**src/rtl/sar_seq_pkg.sv**
```systemverilog
package sar_seq_pkg;

    typedef enum logic [1:0] {
        ST_READY   = 2'd0,
        ST_ARMED   = 2'd1,
        ST_CONVERT = 2'd2,
        ST_ACQUIRE = 2'd3
    } seq_state_e;

endpackage

```
**src/rtl/sar_seq_clkdiv.sv**
```systemverilog
// Free-running divider: one tick every 2^div_sel fast cycles
module sar_seq_clkdiv #(
    parameter int SEL_W = 2
) (
    input  logic             clk,
    input  logic             rst_n,
    input  logic [SEL_W-1:0] div_sel,
    output logic             tick
);
    localparam int CNT_W = (1 << SEL_W) - 1;

    logic [CNT_W-1:0] cnt_q;
    logic [CNT_W-1:0] mask;
    logic [CNT_W:0]   span;

    always_comb begin
        span = {{CNT_W{1'b0}}, 1'b1} << div_sel;
        mask = CNT_W'(span - 1'b1);
    end

    always_ff @(posedge clk or negedge rst_n) begin
        if (!rst_n) cnt_q <= '0;
        else        cnt_q <= cnt_q + 1'b1;
    end

    assign tick = (cnt_q & mask) == mask;

endmodule

```
**src/rtl/sar_seq_edges.sv**
```systemverilog
// Start detection and address-latch edge detection
module sar_seq_edges (
    input  logic clk,
    input  logic rst_n,
    input  logic cs_n,
    input  logic conv_n,
    output logic start_pulse,
    output logic rise_pulse
);
    logic cond_prev_q;
    logic cs_prev_q;
    logic conv_prev_q;
    logic start_cond;

    assign start_cond  = !cs_n && !conv_n;
    assign start_pulse = start_cond && !cond_prev_q;
    assign rise_pulse  = (cs_n && !cs_prev_q) || (conv_n && !conv_prev_q);

    always_ff @(posedge clk or negedge rst_n) begin
        if (!rst_n) begin
            cond_prev_q <= 1'b1;
            cs_prev_q   <= 1'b1;
            conv_prev_q <= 1'b1;
        end else begin
            cond_prev_q <= start_cond;
            cs_prev_q   <= cs_n;
            conv_prev_q <= conv_n;
        end
    end

endmodule

```
**src/rtl/sar_seq_fsm.sv**
```systemverilog
// Conversion sequencer state machine
module sar_seq_fsm
    import sar_seq_pkg::*;
#(
    parameter int CONV_TICKS = 17,
    parameter int ACQ_TICKS  = 3
) (
    input  logic clk,
    input  logic rst_n,
    input  logic tick,
    input  logic start_pulse,
    output logic busy,
    output logic accept,
    output logic sample_en,
    output logic finish
);
    localparam int MAX_T = (CONV_TICKS > ACQ_TICKS) ? CONV_TICKS : ACQ_TICKS;
    localparam int CNT_W = $clog2(MAX_T + 1);
    localparam logic [CNT_W-1:0] CONV_LAST = CNT_W'(CONV_TICKS - 1);
    localparam logic [CNT_W-1:0] ACQ_LAST  = CNT_W'(ACQ_TICKS - 1);

    seq_state_e       state_q, state_d;
    logic [CNT_W-1:0] cnt_q;

    // next-state decode
    always_comb begin
        state_d = state_q;
        unique case (state_q)
            ST_READY:   if (start_pulse)                 state_d = ST_ARMED;
            ST_ARMED:   if (tick)                        state_d = ST_CONVERT;
            ST_CONVERT: if (tick && cnt_q == CONV_LAST)  state_d = ST_ACQUIRE;
            ST_ACQUIRE: if (tick && cnt_q == ACQ_LAST)   state_d = ST_READY;
            default:                                     state_d = ST_READY;
        endcase
    end

    // state register and tick counter
    always_ff @(posedge clk or negedge rst_n) begin
        if (!rst_n) begin
            state_q <= ST_READY;
            cnt_q   <= '0;
        end else begin
            state_q <= state_d;
            if (state_d != state_q) cnt_q <= '0;
            else if (tick)          cnt_q <= cnt_q + 1'b1;
        end
    end

    // outputs
    always_ff @(posedge clk or negedge rst_n) begin
        if (!rst_n) busy <= 1'b0;
        else        busy <= (state_d == ST_CONVERT);
    end

    always_comb begin
        accept    = (state_q == ST_READY)   && start_pulse;
        sample_en = (state_q == ST_ARMED)   && tick;
        finish    = (state_q == ST_CONVERT) && tick && (cnt_q == CONV_LAST);
    end

endmodule

```
**src/rtl/sar_seq_datapath.sv**
```systemverilog
// Channel pipeline, sample/result registers and bus drive
module sar_seq_datapath #(
    parameter int DATA_W = 16,
    parameter int NUM_CH = 4,
    parameter int CH_W   = $clog2(NUM_CH)
) (
    input  logic                     clk,
    input  logic                     rst_n,
    input  logic [CH_W-1:0]          addr,
    input  logic [NUM_CH*DATA_W-1:0] chan_in,
    input  logic                     accept,
    input  logic                     rise_pulse,
    input  logic                     sample_en,
    input  logic                     finish,
    input  logic                     cs_n,
    input  logic                     rd_n,
    input  logic                     byte_sel,
    input  logic                     busy,
    output logic [DATA_W-1:0]        result,
    output logic [DATA_W-1:0]        bus_o,
    output logic                     bus_en
);
    localparam int HALF = DATA_W / 2;

    logic [DATA_W-1:0] chan_arr [NUM_CH];
    logic              addr_wait_q;
    logic [CH_W-1:0]   next_ch_q;
    logic [CH_W-1:0]   cur_ch_q;
    logic [DATA_W-1:0] sample_q;
    logic [DATA_W-1:0] result_q;
    logic [DATA_W-1:0] word;

    for (genvar g = 0; g < NUM_CH; g++) begin : g_unpack
        assign chan_arr[g] = chan_in[g*DATA_W +: DATA_W];
    end

    always_ff @(posedge clk or negedge rst_n) begin
        if (!rst_n) begin
            addr_wait_q <= 1'b0;
            next_ch_q   <= '0;
            cur_ch_q    <= '0;
            sample_q    <= '0;
            result_q    <= '0;
        end else begin
            if (accept) begin
                addr_wait_q <= 1'b1;
            end else if (rise_pulse && addr_wait_q) begin
                addr_wait_q <= 1'b0;
                next_ch_q   <= addr;
            end
            if (sample_en) sample_q <= chan_arr[cur_ch_q];
            if (finish) begin
                result_q <= sample_q;
                cur_ch_q <= next_ch_q;
            end
        end
    end

    always_comb begin
        word   = byte_sel ? {{(DATA_W-HALF){1'b0}}, result_q[DATA_W-1:HALF]} : result_q;
        bus_en = rst_n && !cs_n && !rd_n && !busy;
        bus_o  = bus_en ? word : '0;
    end

    assign result = result_q;

endmodule

```
**src/rtl/sar_seq.sv**
```systemverilog
module sar_seq #(
    parameter int DATA_W     = 16,
    parameter int NUM_CH     = 4,
    parameter int SEL_W      = 2,
    parameter int CONV_TICKS = 17,
    parameter int ACQ_TICKS  = 3,
    parameter int CH_W       = $clog2(NUM_CH)
) (
    input  logic                     clk,
    input  logic                     rst_n,
    input  logic [SEL_W-1:0]         div_sel,
    input  logic                     cs_n,
    input  logic                     conv_n,
    input  logic                     rd_n,
    input  logic                     byte_sel,
    input  logic [CH_W-1:0]          addr,
    input  logic [NUM_CH*DATA_W-1:0] chan_in,
    output logic                     busy,
    output logic [DATA_W-1:0]        bus_o,
    output logic                     bus_en
);
    logic              tick;
    logic              start_pulse;
    logic              rise_pulse;
    logic              accept;
    logic              sample_en;
    logic              finish;
    logic [DATA_W-1:0] result_w;

    sar_seq_clkdiv #(.SEL_W(SEL_W)) u_div (
        .clk     (clk),
        .rst_n   (rst_n),
        .div_sel (div_sel),
        .tick    (tick)
    );

    sar_seq_edges u_edges (
        .clk         (clk),
        .rst_n       (rst_n),
        .cs_n        (cs_n),
        .conv_n      (conv_n),
        .start_pulse (start_pulse),
        .rise_pulse  (rise_pulse)
    );

    sar_seq_fsm #(.CONV_TICKS(CONV_TICKS), .ACQ_TICKS(ACQ_TICKS)) u_fsm (
        .clk         (clk),
        .rst_n       (rst_n),
        .tick        (tick),
        .start_pulse (start_pulse),
        .busy        (busy),
        .accept      (accept),
        .sample_en   (sample_en),
        .finish      (finish)
    );

    sar_seq_datapath #(.DATA_W(DATA_W), .NUM_CH(NUM_CH), .CH_W(CH_W)) u_dp (
        .clk        (clk),
        .rst_n      (rst_n),
        .addr       (addr),
        .chan_in    (chan_in),
        .accept     (accept),
        .rise_pulse (rise_pulse),
        .sample_en  (sample_en),
        .finish     (finish),
        .cs_n       (cs_n),
        .rd_n       (rd_n),
        .byte_sel   (byte_sel),
        .busy       (busy),
        .result     (result_w),
        .bus_o      (bus_o),
        .bus_en     (bus_en)
    );

endmodule

```
**config.mk**
```make
export PLATFORM = sky130hd
export DESIGN_NAME = sar_seq
export DESIGN_NICKNAME = d
export VERILOG_FILES = /design/src/rtl/sar_seq_pkg.sv /design/src/rtl/sar_seq_clkdiv.sv /design/src/rtl/sar_seq_edges.sv /design/src/rtl/sar_seq_fsm.sv /design/src/rtl/sar_seq_datapath.sv /design/src/rtl/sar_seq.sv
export SDC_FILE = /design/constraint.sdc
export NUM_CORES = 1
export LEC_CHECK = 0
export CAP_MARGIN = 0
export CORE_UTILIZATION = 33
export DETAILED_ROUTE_END_ITERATION = 12
export DONT_BUFFER_PORTS = 1
export GPL_TIMING_DRIVEN = 0
export PLACE_DENSITY = 0.59
export SKIP_CTS_REPAIR_TIMING = 1
export SLEW_MARGIN = 30
export SYNTH_ARGS = -nofsm -noshare
export SYNTH_HDL_FRONTEND = slang
export SYNTH_SLANG_ARGS = --single-unit
```
**constraint.sdc**
```tcl
create_clock -name clk -period 3.02 [get_ports clk]
set_input_delay 0.302 -clock clk [delete_from_list [all_inputs] [get_ports clk]]
set_output_delay 0.302 -clock clk [all_outputs]
set_load 0.03 [all_outputs]
```
* After elaboration in Yosys (flattened, before gate mapping)
Index checks and enable logic that the tools add are counted.
Storage, ports and cells: output and inout bits 18, input port bits 74, register bits after elaboration 51
Operators by class: shift operators 1, reduce and logical (&&, ||, !) cells 26, multiplexer cells 14, $lt $le $gt $ge 1, equality and inequality tests 8, bitwise operators 3, add/subtract/negate cells 3
Operators with widths (count):
- 16-bit two-way mux | 4
- 16-bit binary-select mux with 2-bit select | 1
- 1-bit logical AND | 14
- 5-bit two-way mux | 2
- 2-bit two-way mux | 4
- 2-bit one-hot mux with 4 select lines | 1
- 1-bit logical NOT | 7
- 2-bit equality test, second input constant | 3
- 5-bit by 1-bit adder with 5-bit output, second input constant | 1
- 5-bit by 2-bit equality test with 1-bit output, second input constant | 1
- 5-bit equality test, second input constant | 1
- 2-bit nonzero test | 2
- 3-bit by 1-bit adder with 3-bit output, second input constant | 1
- 3-bit bitwise AND | 1
- 3-bit equality test | 1
- 3-bit greater-or-equal comparator, second input constant | 1
- 2-bit inverter with 3-bit output | 1
- 1-bit by 2-bit left shift with 3-bit output, first input constant | 1
- 3-bit by 1-bit subtractor with 3-bit output, second input constant | 1
- 2-bit by 1-bit equality test with 1-bit output, second input constant | 1
- 2-bit logical NOT | 1
- 1-bit two-way mux | 2
- 2-bit inequality test | 1
- 2-bit AND reduction | 1
- 2 further kinds | 2

* Depth between registers and ports, before layout
Gate-level depths: netlist of run 1.
word-level depth 9, gate-level depth with buffers 9

* By module
A second synthesis of run 1 with hierarchy kept.
Unflattened totals: cells, all modules 227, area total of the unflattened synthesis 2723.9 um^2
By module, submodules not included:
- sar_seq_datapath | sequential area each 925.9 um^2, cells each 166, area each 2009.4 um^2, instances 1
- sar_seq_fsm | sequential area each 200.2 um^2, cells each 43, area each 473.0 um^2, instances 1
- sar_seq_clkdiv | sequential area each 75.1 um^2, cells each 10, area each 133.9 um^2, instances 1
- sar_seq_edges | sequential area each 78.8 um^2, cells each 8, area each 107.6 um^2, instances 1

* Worst setup path before layout of run 1
Ideal clock, no wire load.
path type register to output, start register u_fsm.busy, end output bus_o[10], path buffers 0, arrival 1.426 ns, stages on the path, launching flop included 5, required time 2.718 ns, slack 1.292 ns, cell sequence dfrtp_1 nor2_1 nand3_1 nor2_1 and2_1
Between the ends: longest elaborated chain between the ends 3
Ends and longest elaborated chain:
- start, declared | RTL line sar_seq_fsm.sv:12 | output logic busy,
- start signal, assigned | RTL line sar_seq_fsm.sv:52 | else busy <= (state_d == ST_CONVERT);
- 1-bit logical NOT | RTL line sar_seq_datapath.sv:61 | bus_en = rst_n && !cs_n && !rd_n && !busy;
- 1-bit logical AND | RTL line sar_seq_datapath.sv:61
- 16-bit two-way mux | RTL line sar_seq_datapath.sv:62 | bus_o = bus_en ? word : '0;
- end, declared | RTL line sar_seq.sv:19 | output logic [DATA_W-1:0] bus_o,
No other way between the ends.

* Final worst setup path of run 1
start register u_fsm.busy, end output bus_o[9]
The elaborated chain is that of the path after synthesis.

==> run_results.csv, run 1 <==
group,metric,value,unit
sta,clock_skew,0.00401,ns
setup_path,path_cells,"nor2_1 -> nand3_1 -> nor2_1 -> and2_1",
logic_synthesis,synth_area,2720,sq um
place,gp_congestion,0.780,
sta,drv_slew,0,
logic_synthesis,synthDistinctLibCells,34,
sta,fmax,367,MHz
global_route,antenna_found_initial,0,
setup_path,critPathBufInv,0,
sta,slew_headroom,52.6,%
sta,fin_crit,2.73,ns
setup_path,cp_slowest_cell,"nor2_1",
setup_path,cp-startpoint,"u_fsm.busy",
cts,cts.path.max_buffers,2,
global_route,first_global_vias,1636,
final_layout,antennaDiodeCount,0,
cts,cts_made_buffers,5,
detailed_routing,drt_wl_total,5800,um
global_route,grt_pass1_wl,8780,um
floorplan,fp.dieH,92.8,um
logic_synthesis,synth_seq_cells,51,
sta,rsz0062_at_grt,"false",
place,dpl.cell_count,294,
setup_path,path_max_fanout,10,
setup_path,path_class,"flop to output pin",
final_layout,area_growth_syn_to_layout,9.80,%
place,hpwl,4050,um
setup_path,rr_startpoint,"u_dp.cur_ch_q[1]",
detailed_routing,drtAntennaViolNets,0,
min_path,holdCritPathClass,"input pin to flop",
power,p_sw,688,uW
place,io_buffer_count,0,
power,ir_drop,312,uV
setup_path,crit_arrival,2.42,ns
global_route,grt_max_degree,53,
logic_synthesis,ys_seq_area_share,47.1,%
setup_path,cpPeakStageDelay,0.64,ns
final_layout,finalNetCount,281,
sta,hold_violations,0,
floorplan,row_count,32,
power,p_clk_share,17.3,%
detailed_routing,num_vias,1576,
floorplan,die_w,92.8,um
logic_synthesis,syn_nets,270,
power,p_per_area,732,nW/um^2
power,seq_power_share,48.3,%
floorplan,core,7850,sq um
cts,clk_latency,0.30,ns
detailed_routing,drc,0,
global_route,grt_use_total,13.7,%
outcome,status,"finished, final reports clean",
setup_path,cp_common_cell,"nor2_1",
cts,cts.sinks,51,
floorplan,die_area,8610,sq um
detailed_routing,drt_iter0_markers,85,
sta,fin_crit_sh,90.2,%
sta,fin_setup_tns,0,ns
sta,tightest_slew,0.711,ns
cts,clk_pin_slew_worst_paths,0.09,ns
final_layout,drive_above_1_share,30.4,%
cts,htreeDepth,2,
cts,tritoncts,"built",
logic_synthesis,yosys_warnings,0,
power,combPwrFrac,34.4,%
sta,setup_violations,0,
global_route,grt_overflow,0,
setup_path,cp.required,2.72,ns
detailed_routing,routedWlPerCell,19.0,um
logic_synthesis,synth.avg_cell_area,14.2,sq um
setup_path,end_kind,"output pin",
power,switching_share,31.5,%
power,p_leak,0.00138,uW
floorplan,initial_core_util,34.7,%
floorplan,io_pins,92,
final_layout,fin_cells,306,
cts,clock-root-buffer,"clkbuf_8",
logic_synthesis,synthCells,192,
job,cap_violations,0,
power,power.internal,1500,uW
detailed_routing,avgViaCountPerCell,5.15,
min_path,min_from,"conv_n",
detailed_routing,firstDrtPassIters,4,
setup_path,path_delay_family,"simple AND/OR/NAND/NOR gates",
setup_path,startpoint_type,"flop",
## cell usage in the layout, fill, tap and decap left out, types with 2 or more instances in the layout
master / Yosys / routed
nor2_1: 17 / 17
dfstp_2: 3 / 3
nand2_1: 8 / 8
o22ai_1: 2 / 2
xor2_1: 4 / 4
mux2_2: 26 / 26
mux4_2: 5 / 5
clkbuf_8: 0 / 5
inv_1: 9 / 9
mux2i_1: 9 / 9
and2_1: 8 / 8
ha_1: 4 / 4
nand4_1: 2 / 2
mux4_1: 11 / 11
buf_6: 6 / 6
dfrtp_1: 48 / 48
clkbuf_1: 2 / 4
o211ai_1: 2 / 2
dlygate4sd3_1: 0 / 3
mux2_4: 10 / 10
## synth_stat cells
library cell	count	area [sq um]
inv_1	9	33.8
o211ai_1	2	15.0
nand4_1	2	12.5
nor4b_1	1	8.76
xnor2_1	1	8.76
or2_1	1	6.26
nor2_1	17	63.8
o221ai_2	1	15.0
o22ai_1	2	12.5
mux4_2	5	113
dfstp_2	3	78.8
dfrtp_1	48	1200
nand2_1	8	30.0
mux2_4	10	150
nand3_4	1	17.5
clkbuf_1	2	7.51
mux2i_1	9	90.1
ha_1	4	50.1
nor3_2	1	10.0
clkbuf_2	1	5.00
and2_1	8	50.1
buf_2	1	5.00
mux2_2	26	293
nand3_1	1	5.00
buf_6	6	67.6
nor4_1	1	6.26
o21ai_0	1	5.00
and3_1	1	6.26
nor2b_1	1	6.26
xor2_1	4	35.0
o31a_1	1	8.76
nand4b_1	1	8.76
a21oi_1	1	5.00
mux4_1	11	289
## worst paths after layout
check,endpoint,slack [ns],cells after the start
max,bus_o[9],0.29,4
min,u_edges.cond_prev_q,0.01,1
max reg2reg,u_dp.sample_q[3],1.05,4
min reg2reg,u_div.cnt_q[2],0.48,1
max in group asynchronous,u_edges.cond_prev_q,2.23,2
min in group asynchronous,u_dp.sample_q[12],0.51,2
## power by group through the flow
stage	registers [uW]	clock network, uW	logic [uW]
6_report	1060	378	753
2_1_floorplan	1030	0	626
4_1_cts	1060	391	747
3_3_place_gp	1070	0	720
5_1_grt	1090	416	836
3_5_place_dp	1070	0	742
## final cells by class
cell class	count	area (sq um)
Clock inverter	1	5.00
Buffer	10	85.1
Sequential cell	51	1280
Inverter	9	33.8
Clock buffer	7	76.3
Tap cell	102	128
Multi-Input combinational cell	122	1320
Fill cell	764	4860
Timing Repair Buffer	4	57.6
## per-layer routing
metal  routed length, um  vias to the layer above  track usage [%]
met3                 395                        5             3.37
met4                  59                        0             3.85
met2                2760                       61             21.4
li1                    -                      722                -
met5                   0                        -                0
met1                2590                      788             18.8
## registers in the layout, indices dropped and copies added (netlist names)
register and cells:
u_fsm.cnt_q 5, u_dp.result 16, u_dp.cur_ch_q 2, u_edges.cond_prev_q 1
u_edges.conv_prev_q 1, u_edges.cs_prev_q 1, u_dp.sample_q 16, u_dp.next_ch_q 2
u_fsm.busy 1, u_fsm.state_q 2, u_dp.addr_wait_q 1, u_div.cnt_q 3
## through the flow
stage	power [uW]	util (%)	setup WS, ns	hold WS [ns]	instance area [sq um]
2_1_floorplan	1650	-	1.29	0.00641	2720
3_3_place_gp	1790	36.3	0.628	0.00751	2850
3_5_place_dp	1810	36.3	0.617	0.00756	2850
4_1_cts	2200	37.3	0.267	-0.325	2930
5_1_grt	2340	38.1	0.127	0.00199	2990
6_report	2190	38.1	0.295	0.0128	2990
## logic make-up (layout without fill, tap and decap cells)
logic type | after synthesis | in the layout | share of synthesized area [%]
mux | 61 | 61 | 34.4
compound gates | 8 | 8 | 2.25
flops | 51 | 51 | 47.1
fa+ha+maj | 4 | 4 | 1.84
buf+inv | 19 | 31 | 4.37
xor+xnor | 5 | 5 | 1.61
simple gates | 44 | 44 | 8.51
(Power assumes the default switching activity.)
==> run 2, diff against run 1 <==
--- a/config.mk
+++ b/config.mk
@@ -5,12 +5,12 @@
 export SDC_FILE = /design/constraint.sdc
 export NUM_CORES = 1
 export LEC_CHECK = 0
+export BUFFER_PORTS_ARGS = -buffer_cell sky130_fd_sc_hd__buf_4
 export CAP_MARGIN = 0
 export CORE_UTILIZATION = 33
 export DETAILED_ROUTE_END_ITERATION = 12
-export DONT_BUFFER_PORTS = 1
 export GPL_TIMING_DRIVEN = 0
-export PLACE_DENSITY = 0.59
+export PLACE_DENSITY = 0.68
 export SKIP_CTS_REPAIR_TIMING = 1
 export SLEW_MARGIN = 30
 export SYNTH_ARGS = -nofsm -noshare
==> constraint.sdc (replaced) <==
create_clock -name clk -period 3.02 [get_ports clk]
set_input_delay 0.302 -clock clk [delete_from_list [all_inputs] [get_ports clk]]
set_output_delay 0.302 -clock clk [all_outputs]
set_load 0.1 [all_outputs]
==> run 2 against run 1 <==
Sequential power is essentially flat; largest power group unchanged; wire length increased by 5.8%; global-route usage is 1.1 points higher; clock skew up 0.00063 ns; register-to-register slack improved by 0.02 ns; design area up 22%; critical endpoint is now bus_o[8].
==> run_results.csv, run 2 (synthesis gave the netlist of run 1 again) <==
group,metric,value,unit
final_layout,area_growth_syn_to_layout,34.5,%
power,ir_drop,257,uV
outcome,status,"finished, final reports clean",
sta,fmax,382,MHz
cts,cts.path.max_buffers,2,
sta,fin_crit_sh,86.7,%
sta,fin_setup_tns,0,ns
sta,clock_skew,0.00465,ns
cts,clock-root-buffer,"clkbuf_8",
cts,clk_pin_slew_worst_paths,0.09,ns
sta,fin_crit,2.62,ns
final_layout,drive_above_1_share,52.8,%
setup_path,startpoint_type,"input pin",
setup_path,path_max_fanout,52,
detailed_routing,num_vias,1861,
cts,tritoncts,"built",
final_layout,finalNetCount,367,
detailed_routing,firstDrtPassIters,4,
floorplan,io_pins,92,
sta,setup_violations,0,
setup_path,cp.required,2.72,ns
final_layout,antennaDiodeCount,0,
detailed_routing,drt_iter0_markers,57,
job,cap_violations,0,
setup_path,cp_common_cell,"buf_4",
global_route,first_global_vias,1911,
detailed_routing,routedWlPerCell,15.7,um
sta,slew_headroom,54.8,%
place,hpwl,4620,um
final_layout,fin_util,46.6,%
place,io_buffer_count,90,
setup_path,cp_slowest_cell,"nand3_1",
power,p_per_area,682,nW/um^2
floorplan,die_area,8610,sq um
final_layout,layout_commonest_cell,"buf_4",
cts,clk_latency,0.31,ns
sta,rsz0062_at_grt,"false",
detailed_routing,avgViaCountPerCell,4.75,
global_route,grt_overflow,0,
setup_path,cpPeakStageDelay,0.54,ns
sta,drv_slew,0,
floorplan,fp.dieH,92.8,um
cts,cts.sinks,51,
cts,cts_made_buffers,5,
setup_path,path_cells,"buf_4 -> nand3_1 -> nor2_2 -> and2_1 -> buf_4",
global_route,grt_max_degree,53,
floorplan,row_count,32,
cts,htreeDepth,2,
floorplan,core,7850,sq um
floorplan,die_w,92.8,um
global_route,grt_use_total,14.8,%
setup_path,end_kind,"output pin",
sta,hold_violations,0,
sta,tightest_slew,0.677,ns
detailed_routing,drt_wl_total,6140,um
min_path,holdCritPathClass,"input pin to async pin",
setup_path,path_class,"input pin to output pin",
setup_path,critPathBufInv,2,
global_route,grt_pass1_wl,9510,um
detailed_routing,drc,0,
place,gp_congestion,0.786,
setup_path,path_delay_family,"simple AND/OR/NAND/NOR gates",
floorplan,initial_core_util,34.7,%
power,p_leak,0.00182,uW
detailed_routing,drtAntennaViolNets,0,
global_route,antenna_found_initial,0,
final_layout,final_cell_mix,"90 x buf_4, 48 x dfrtp_1, 26 x mux2_2",
setup_path,crit_arrival,2.31,ns
## run 2: power by group
group | switching [uW] | leakage [uW] | internal, uW | total (uW)
Clock | 224 | 0.0000654 | 331 | 555
Sequential | 141 | 0.000660 | 900 | 1040
Combinational | 403 | 0.00109 | 498 | 901
## run 2: metrics by stage
stage | cell area, sq um | hold slack (ns) | worst slack (ns) | cells | total power [uW]
floorplan | 2720 | 0.00641 | 0.229 | 192 | 1700
global placement | 3520 | 0.369 | 0.243 | 384 | 1930
detailed placement | 3520 | 0.369 | 0.214 | 384 | 1970
CTS | 3660 | 0.0248 | 0.212 | 392 | 2520
global route | 3660 | 0.0593 | 0.150 | 392 | 2640
finish | 3660 | 0.00561 | 0.403 | 392 | 2500
## run 2: path summary, 6_finish.rpt
| check | startpoint | end | slack [ns] | cells past startpoint |
|---|---|---|---|---|
| worst max-delay path | rst_n | bus_o[8] | 0.40 | 5 |
| worst min-delay path | rst_n | u_dp.sample_q[12] | 0.006 | 1 |
| worst max register to register | u_dp.cur_ch_q[1] | u_dp.sample_q[7] | 1.07 | 4 |
| worst min register to register | u_div.cnt_q[2] | u_div.cnt_q[2] | 0.48 | 1 |
| max in group asynchronous | rst_n | u_dp.sample_q[14] | 2.58 | 1 |
| min in group clk | cs_n | u_edges.cs_prev_q | 0.12 | 1 |
## run 2: worst register-to-register path, delay by kind of cell, from the launching register on
kind,cells,cell delay (ns)
flops,1,0.33
mux,2,0.71
buf+inv,2,0.80
## run 2: layer usage
metal	track usage [%]	vias to the layer above	routed length, um
li1	-	893	-
met1	19.0	918	2650
met2	25.2	44	3180
met3	3.45	6	249
met4	3.46	0	57
met5	0	-	0
## run 2: layout make-up
type	instances	area [sq um]
Fill cell	746	4190
Multi-Input combinational cell	122	1320
Sequential cell	51	1280
Timing Repair Buffer	90	676
Tap cell	102	128
Buffer	10	85.1
Clock buffer	6	72.6
Clock inverter	2	60.1
Inverter	9	33.8
==> run 3, diff against run 2 <==
--- a/config.mk
+++ b/config.mk
@@ -7,6 +7,7 @@
 export LEC_CHECK = 0
 export BUFFER_PORTS_ARGS = -buffer_cell sky130_fd_sc_hd__buf_4
 export CAP_MARGIN = 0
+export CORE_MARGIN = 1.5
 export CORE_UTILIZATION = 33
 export DETAILED_ROUTE_END_ITERATION = 12
 export GPL_TIMING_DRIVEN = 0
==> run 3 against run 2 <==
The run now ends with hold timing left; utilization fell by 0.48 points; wire length rose by 0.16%; non-clock buffer count did not move; sequential cell count did not move; via count rose by 3.1%; cell count did not move; design area fell by 1.0%; sequential power barely moved; clock power fell by 25%; count of clock-buffer cells in the layout rose by 1; power fell by 5.6%; first-iteration DRC count rose by 30%; largest cell class unchanged.
==> run_results.csv, run 3 (synthesis gave the netlist of run 1 again) <==
group,metric,value,unit
outcome,status,"finished with violations",
outcome,violations,"hold timing",
floorplan,core,7850,sq um
detailed_routing,drt_wl_total,6150,um
sta,whs,-0.0115,ns
sta,hold_violations,9,
place,dpl.cell_count,384,
final_layout,fin_area,3620,sq um
power,p_per_area,651,nW/um^2
place,gp_congestion,0.776,
sta,clock_skew,0.0150,ns
cts,cts.sinks,51,
sta,fin_crit,2.60,ns
min_path,holdCritPathClass,"input pin to async pin",
detailed_routing,drt-met1-wl,2610,um
detailed_routing,met2WireLength,3190,um
setup_path,cp_common_cell,"buf_4",
setup_path,cpPeakStageDelay,0.54,ns
detailed_routing,drc,0,
power,p_leak,0.00180,uW
cts,tritoncts,"built",
detailed_routing,avgViaCountPerCell,4.89,
setup_path,cp_slowest_cell,"nand3_1",
setup_path,end_kind,"output pin",
detailed_routing,routedWlPerCell,15.7,um
detailed_routing,drt_iter0_markers,74,
final_layout,multi_input_area,1320,sq um
final_layout,fin_util,46.1,%
floorplan,row_count,32,
floorplan,fp.dieH,93.8,um
cts,cts_made_buffers,5,
floorplan,die_w,93.8,um
final_layout,layout_commonest_cell,"buf_4",
cts,cts.path.max_buffers,2,
final_layout,finalNetCount,367,
global_route,antenna_found_initial,0,
sta,fin_setup_tns,0,ns
place,io_buffer_count,90,
sta,rsz0062_at_grt,"false",
final_layout,final_cell_mix,"90 x buf_4, 48 x dfrtp_1, 26 x mux2_2",
floorplan,io_pins,92,
sta,slew_headroom,53.3,%
final_layout,area_growth_syn_to_layout,33.1,%
final_layout,antennaDiodeCount,0,
global_route,grt_overflow,0,
global_route,first_global_vias,1962,
global_route,grt_use_total,14.9,%
floorplan,die_area,8800,sq um
setup_path,path_class,"input pin to output pin",
cts,clk_latency,0.32,ns
setup_path,cp.required,2.72,ns
setup_path,crit_arrival,2.30,ns
setup_path,path_max_fanout,52,
sta,fin_crit_sh,86.2,%
final_layout,regArea,1280,sq um
sta,timing.final.ws_setup,0.417,ns
sta,setup_violations,0,
detailed_routing,firstDrtPassIters,4,
detailed_routing,route.met3.wl,253,um
global_route,grt_pass1_wl,9900,um
final_layout,fillers,763,
place,hpwl,4640,um
detailed_routing,routed.top_layer,"met4",
job,cap_violations,0,
setup_path,path_cells,"buf_4 -> nand3_1 -> nor2_2 -> and2_1 -> buf_4",
floorplan,initial_core_util,34.7,%
cts,htreeDepth,2,
sta,fmax,384,MHz
sta,drv_slew,0,
final_layout,drive_above_1_share,52.8,%
sta,tightest_slew,0.700,ns
place,place_ws,0.168,ns
power,ir_drop,279,uV
place,placed_area,3520,sq um
final_layout,fin_cells,392,
cts,clk_pin_slew_worst_paths,0.10,ns
cts,clock-root-buffer,"clkbuf_8",
detailed_routing,drtAntennaViolNets,0,
detailed_routing,num_vias,1918,
global_route,grt_max_degree,53,
setup_path,startpoint_type,"input pin",
-- run 3: cell count changes in the layout (fill, tap and decap cells not counted), sizes merged --
cell    before  now
bufinv       2    0
clkbuf       9   10
clkinv       0    1
-- run 3: final timing paths --
| path | startpoint | endpoint | slack, ns | depth (start not counted) |
|---|---|---|---|---|
| max | rst_n | bus_o[10] | 0.42 | 5 |
| min | rst_n | u_dp.sample_q[12] | -0.01 | 1 |
| max reg2reg | u_dp.cur_ch_q[1] | u_dp.sample_q[7] | 1.06 | 4 |
| min reg2reg | u_div.cnt_q[2] | u_div.cnt_q[2] | 0.48 | 1 |
| max in group asynchronous | rst_n | u_fsm.state_q[1] | 2.59 | 1 |
| min in group clk | conv_n | u_edges.conv_prev_q | 0.11 | 1 |
-- run 3: final cells by class --
type | count | area share [%]
Timing Repair Buffer | 90 | 18.7
Sequential cell | 51 | 35.3
Clock inverter | 1 | 0.242
Inverter | 9 | 0.933
Buffer | 10 | 2.35
Clock buffer | 7 | 2.38
Tap cell | 102 | 3.52
Multi-Input combinational cell | 122 | 36.6
-- run 3: metrics by stage --
| step | total power [uW] | hold slack [ns] |
|---|---|---|
| floorplan | 1700 | 0.00641 |
| global placement | 1930 | 0.365 |
| detailed placement | 1970 | 0.375 |
| CTS | 2390 | 0.0278 |
| global route | 2510 | 0.0443 |
| finish | 2360 | -0.0115 |
-- run 3: worst max-delay path, delay by kind of cell --
| family | cells | cell delay (ns) |
|---|---|---|
| simple gates | 3 | 1.18 |
| buf+inv | 2 | 0.78 |
-- run 3: layer usage --
layer  track usage, %  vias up
met4             5.22        0
met3             2.43        8
met5                0        -
li1                 -      894
met1             19.3      963
met2             25.1       53
-- run 3: report_power, final --
part	switching (uW)	internal, uW	total (uW)
combinational	396	499	895
sequential	144	900	1040
clock	231	188	419
total	771	1590	2360
